<file path="config.mk">
export PLATFORM = sky130hd
export DESIGN_NAME = tmr_mode_ctl
export DESIGN_NICKNAME = d
export VERILOG_FILES = /design/src/rtl/tmr_mode_pkg.sv /design/src/rtl/tmr_edge_det.sv /design/src/rtl/tmr_src_mux.sv /design/src/rtl/tmr_evt_flag.sv /design/src/rtl/tmr_mode_ctl.sv
export SDC_FILE = /design/constraint.sdc
export NUM_CORES = 1
export LEC_CHECK = 0
export BUFFER_PORTS_ARGS = -buffer_cell sky130_fd_sc_hd__buf_2
export CAP_MARGIN = 20
export CELL_PAD_IN_SITES_DETAIL_PLACEMENT = 1
export CELL_PAD_IN_SITES_GLOBAL_PLACEMENT = 1
export CORE_AREA = 3 3 52 54
export DETAILED_ROUTE_END_ITERATION = 10
export DIE_AREA = 0 0 55 57
export PLACE_DENSITY = 0.81
export SYNTH_ARGS = -nofsm -noshare
export SYNTH_HDL_FRONTEND = slang
export SYNTH_SLANG_ARGS = --single-unit
</file>
<file path="constraint.sdc">
create_clock -name clk_i -period 3.3 [get_ports clk_i]
set_clock_uncertainty 0.05 [all_clocks]
set_input_delay 0.165 -clock clk_i [delete_from_list [all_inputs] [get_ports clk_i]]
set_output_delay 0.165 -clock clk_i [all_outputs]
set_load 0.02 [all_outputs]
</file>
<file path="src/rtl/tmr_mode_pkg.sv">
package tmr_mode_pkg;
  localparam int DATA_W   = 8;
  localparam int TAP_N    = 6;
  localparam int EDGE_N   = 3;

  localparam bit REG_MODE = 1'b0;
  localparam bit REG_AUX  = 1'b1;

  // mode register field positions
  localparam int B_ISEL   = 4;
  localparam int B_CAPF   = 5;
  localparam int B_OSF    = 6;
  localparam int B_TRIG   = 7;

  // prescaler tap indices
  localparam int T_D4     = 0;
  localparam int T_D256   = 1;
  localparam int T_D512   = 2;
  localparam int T_D1024  = 3;
  localparam int T_D2048  = 4;
  localparam int T_D4096  = 5;

  // edge detector lanes
  localparam int E_EXT    = 0;
  localparam int E_DIV    = 1;
  localparam int E_PIN    = 2;

  typedef logic [1:0] src_sel_t;
endpackage

</file>
<file path="src/rtl/tmr_edge_det.sv">
module tmr_edge_det #(
  parameter int STAGES = 2
) (
  input  logic clk_i,
  input  logic rst_ni,
  input  logic pin_i,
  output logic rise_o
);
  localparam int W = STAGES + 1;
  logic [W-1:0] sh_q;

  always_ff @(posedge clk_i or negedge rst_ni) begin
    if (!rst_ni) sh_q <= '0;
    else         sh_q <= {sh_q[W-2:0], pin_i};
  end

  assign rise_o = sh_q[STAGES-1] & ~sh_q[STAGES];
endmodule

</file>
<file path="src/rtl/tmr_src_mux.sv">
module tmr_src_mux #(
  parameter int TAPS   = 6,
  parameter int IDX_01 = 0,
  parameter int IDX_10 = 1,
  parameter int IDX_11 = 2
) (
  input  tmr_mode_pkg::src_sel_t sel_i,
  input  logic [TAPS-1:0]        taps_i,
  input  logic                   edge_i,
  output logic                   en_o
);
  always_comb begin
    unique case (sel_i)
      2'b00:   en_o = edge_i;
      2'b01:   en_o = taps_i[IDX_01];
      2'b10:   en_o = taps_i[IDX_10];
      default: en_o = taps_i[IDX_11];
    endcase
  end
endmodule

</file>
<file path="src/rtl/tmr_evt_flag.sv">
module tmr_evt_flag (
  input  logic clk_i,
  input  logic rst_ni,
  input  logic set_i,
  input  logic rd_i,
  input  logic wr_i,
  input  logic wbit_i,
  output logic flag_o,
  output logic rise_o
);
  logic flag_q, arm_q, clr;

  assign clr = wr_i & ~wbit_i & arm_q & flag_q;

  always_ff @(posedge clk_i or negedge rst_ni) begin
    if (!rst_ni) begin
      flag_q <= 1'b0;
      arm_q  <= 1'b0;
    end else begin
      if (set_i)    flag_q <= 1'b1;   // set has priority over clear
      else if (clr) flag_q <= 1'b0;
      if (rd_i)     arm_q  <= flag_q;
      else if (wr_i) arm_q <= 1'b0;
    end
  end

  assign flag_o = flag_q;
  assign rise_o = set_i & ~flag_q;
endmodule

</file>
<file path="src/rtl/tmr_mode_ctl.sv">
module tmr_mode_ctl #(
  parameter int SYNC_STAGES = 2
) (
  input  logic       clk_i,
  input  logic       rst_ni,
  input  logic       sel_i,
  input  logic       wr_i,
  input  logic       rd_i,
  input  logic       addr_i,
  input  logic [7:0] wdata_i,
  output logic [7:0] rdata_o,
  input  logic [5:0] taps_i,
  input  logic       ext_cnt_i,
  input  logic       div_out_i,
  input  logic       irq_pin_i,
  input  logic       uflow_i,
  input  logic       oneshot_end_i,
  output logic       cnt1_en_o,
  output logic       cnt2_en_o,
  output logic       capture_o,
  output logic       irq_o
);
  import tmr_mode_pkg::*;

  logic     wr_mode, rd_mode, wr_aux;
  src_sel_t src1_q, src2_q;
  logic     isel_q, trig_q, pin_sel_q;
  logic     cap_flag, os_flag, cap_rise, os_rise, irq_q;
  logic [EDGE_N-1:0] pins, rises;

  assign wr_mode = sel_i & wr_i & (addr_i == REG_MODE);
  assign rd_mode = sel_i & rd_i & (addr_i == REG_MODE);
  assign wr_aux  = sel_i & wr_i & (addr_i == REG_AUX);

  always_ff @(posedge clk_i or negedge rst_ni) begin
    if (!rst_ni) begin
      src1_q    <= '0;
      src2_q    <= '0;
      isel_q    <= 1'b0;
      trig_q    <= 1'b0;
      pin_sel_q <= 1'b0;
    end else begin
      if (wr_mode) begin
        src1_q <= wdata_i[1:0];
        src2_q <= wdata_i[3:2];
        isel_q <= wdata_i[B_ISEL];
        trig_q <= wdata_i[B_TRIG];
      end
      if (wr_aux) pin_sel_q <= wdata_i[0];
    end
  end

  assign pins = {irq_pin_i, div_out_i, ext_cnt_i};

  for (genvar g = 0; g < EDGE_N; g++) begin : g_edge
    tmr_edge_det #(.STAGES(SYNC_STAGES)) u_edge (
      .clk_i (clk_i),
      .rst_ni(rst_ni),
      .pin_i (pins[g]),
      .rise_o(rises[g])
    );
  end

  tmr_src_mux #(.TAPS(TAP_N), .IDX_01(T_D4), .IDX_10(T_D256), .IDX_11(T_D512)) u_src1 (
    .sel_i (src1_q),
    .taps_i(taps_i),
    .edge_i(rises[E_EXT]),
    .en_o  (cnt1_en_o)
  );

  // non-monotonic ordering for the second counter
  tmr_src_mux #(.TAPS(TAP_N), .IDX_01(T_D4096), .IDX_10(T_D2048), .IDX_11(T_D1024)) u_src2 (
    .sel_i (src2_q),
    .taps_i(taps_i),
    .edge_i(rises[E_DIV]),
    .en_o  (cnt2_en_o)
  );

  assign capture_o = trig_q ? (pin_sel_q ? rises[E_PIN] : rises[E_EXT]) : uflow_i;

  tmr_evt_flag u_capf (
    .clk_i (clk_i),
    .rst_ni(rst_ni),
    .set_i (capture_o & ~isel_q),
    .rd_i  (rd_mode),
    .wr_i  (wr_mode),
    .wbit_i(wdata_i[B_CAPF]),
    .flag_o(cap_flag),
    .rise_o(cap_rise)
  );

  tmr_evt_flag u_osf (
    .clk_i (clk_i),
    .rst_ni(rst_ni),
    .set_i (oneshot_end_i & isel_q),
    .rd_i  (rd_mode),
    .wr_i  (wr_mode),
    .wbit_i(wdata_i[B_OSF]),
    .flag_o(os_flag),
    .rise_o(os_rise)
  );

  always_ff @(posedge clk_i or negedge rst_ni) begin
    if (!rst_ni) irq_q <= 1'b0;
    else         irq_q <= cap_rise | os_rise;
  end
  assign irq_o = irq_q;

  always_comb begin
    rdata_o = '0;
    if (sel_i && rd_i) begin
      if (addr_i == REG_MODE) rdata_o = {trig_q, os_flag, cap_flag, isel_q, src2_q, src1_q};
      else                    rdata_o = {7'b0, pin_sel_q};
    end
  end
endmodule

</file>
==> out/results.ini <==
[run_status]
status=finished clean

[clock_network]
post_cts_buffers=0
cts.sinks=21
htree_levels=1
tritoncts=done
root_buffer=clkbuf_4
clockBufferDepth=2
path_clk_slew_ps=120
cts_buffers=3
clk_latency_ps=300

[power]
p_int_uw=391.1
comb_power_share_pct=20.8
p_leak_nw=0.5729
power_density_nw_per_um2=471.9
vdd_drop_max_uv=295.8
seq_power_share_pct=56.9
clockPowerShare_pct=22.3
swShare_pct=28.15
switching_power_uw=153.2

[place]
dp_hpwl_microns=1359
port_buffers=36
dp_cells=127
pre_cts_ws_ps=1880
gp_congestion=0.7091

[setup_path]
endpoint_kind=output pin
arrival_ps=1540
path_class=reg -> out
endpoint=capture_o
r2r-start=pin_sel_q
cp.required_ps=3080
cp-startpoint=pin_sel_q
rrSetupSlack_ps=1930
cp-start-kind=flip-flop
crit_fanout=4
reg2reg_to=irq_o
reg2regPathDepth=3

[global_route]
grt_pass1_wl_microns=2842
grt.overflow.total=0
antenna_found_initial=0
grt.total_usage_pct=12.28
grt_max_degree=22
grt_pass1_vias=687

[drt]
wl_microns=1748
drt_first_pass_iters=2
drc=0
viasPerCell=4.723
routedWlPerCell_microns=12.76
antenna_left=0
drt_iter0_drc=2
vias=647

[floorplan]
fp.dieW_microns=55
rows=17
die-area_sq_um=3135
core_area_sq_um=2255
initial_utilization_pct=37.62
die_h_microns=57
ios=37

[synthesis]
synth_fp_nets=88
syn-cell-area_sq_um=848.3
avgSynthCellArea_sq_um=13.47
ys_warn_count=0
yosysSeqAreaShare_pct=61.95
syn_inst=63
synth_cell_types=22
synth_seq_cells=21

[sta]
finalWorstSetupSlack_ps=1544
final.min_clock_period_ps=1756
max_freq_mhz=569.6
relSlewSlack_pct=69.92
tightest_slew_ps=449.9
drv_slew=0
min_period_over_period_pct=53.20
final.setup.tns_ps=0
rsz0062_at_grt=no
finalSetupViolations=0
hold_viol=0
fin_hold_ws_ps=39.50

[final_layout]
layout_commonest_cell=buf_2
final_cell_mix=36 x buf_2, 21 x dfrtp_1, 7 x and2_1
drive_gt1_share_pct=42.20
antenna_cells=0
instances_no_fill=137
syn2layout_area_growth_pct=35.99
layout.nets=135

[run]
maxCapViolations=0

[min_path]
hp-class=in -> reg

-- registers in the layout, summed over array words and instances, names as in the netlist --
name                cells
trig_q                  1
u_osf.flag_o            1
g_edge.u_edge.sh_q      9
u_osf.arm_q             1
u_capf.flag_o           1
isel_q                  1
src1_q                  2
irq_o                   1
pin_sel_q               1
u_capf.arm_q            1
src2_q                  2
-- cell usage after synthesis --
library cell	number	area share, %
dfrtp_1	21	62
and2_1	7	5.2
mux2_2	4	5.3
mux2_1	3	4.0
nand2_1	3	1.3
nor2_1	3	1.3
a21o_1	2	1.8
mux2i_1	2	2.4
nand2b_1	2	1.5
nand3b_1	2	1.8
nor2b_1	2	1.5
o21ai_0	2	1.2
a21oi_1	1	0.59
a221oi_1	1	1.0
a31o_1	1	1.0
and3b_1	1	1.0
inv_1	1	0.44
mux4_2	1	2.7
nand3_1	1	0.59
o21ai_1	1	0.59
o32ai_2	1	1.9
or3b_1	1	1.0
-- critical path: stages, from the launching register on --
cell and delay, ps:
dfrtp_1 420, or3b_1 360, a31o_1 250, inv_1 60
buf_2 150
-- stage by stage --
step	power, mW	instance area (sq um)	utilization, %
finish	0.5444	1154	51.17
global route	0.5863	1154	51.17
CTS	0.5516	1134	50.28
detailed placement	0.4253	1064	47.17
global placement	0.4203	1064	47.17
floorplan	0.3786	848.3	-
-- power groups by stage --
| stage | Clock, mW | Sequential (mW) | Combinational (mW) |
|---|---|---|---|
| after floorplan | 0 | 0.310 | 0.0682 |
| after global placement | 0 | 0.314 | 0.107 |
| after detailed placement | 0 | 0.316 | 0.110 |
| after CTS | 0.128 | 0.311 | 0.114 |
| after global routing | 0.146 | 0.315 | 0.125 |
| final | 0.122 | 0.310 | 0.113 |
-- worst min-delay path by stage --
| stage | end | slack, ps | cells past startpoint | start |
|---|---|---|---|---|
| detailed placement | src1_q[1] | 90 | 1 | rst_ni |
| global route | src1_q[1] | 7 | 2 | wdata_i[1] |
| global placement | src1_q[1] | 90 | 1 | rst_ni |
| finish | src1_q[1] | 40 | 2 | wdata_i[1] |
| floorplan | g_edge[0].u_edge.sh_q[0] | -180 | 0 | rst_ni |
| CTS | src2_q[1] | 10 | 2 | wdata_i[3] |
-- kinds of logic after synthesis --
group / share of synthesized area [%]
buffers and inverters: 0.4421
muxes: 14.31
AOI/OAI and AO/OA: 8.111
DFF: 61.95
and+or+nand+nor: 15.19
-- area by class of cell --
class	count	area [sq um]
clock inverters	1	7.507
fillers	274	1101
clock buffers	3	22.52
well taps	28	35.03
multi-input cells	41	319.1
inverters	1	3.754
flip-flops and latches	21	525.5
repair buffers	42	240.2
-- metal layers --
layer / wire, microns / GRT usage (%)
met1: 716 / 14.09
met2: 916 / 21.96
met4: 10 / 3.125
met5: 0 / 0
met3: 104 / 3.133
-- what timing repair did --
action | in CTS | in global routing
resized for setup | 0 | 0
hold buffers | 4 | 2
endpoints found under the hold margin | 24 | 2
No activity file was read; power rests on OpenSTA's default activity.
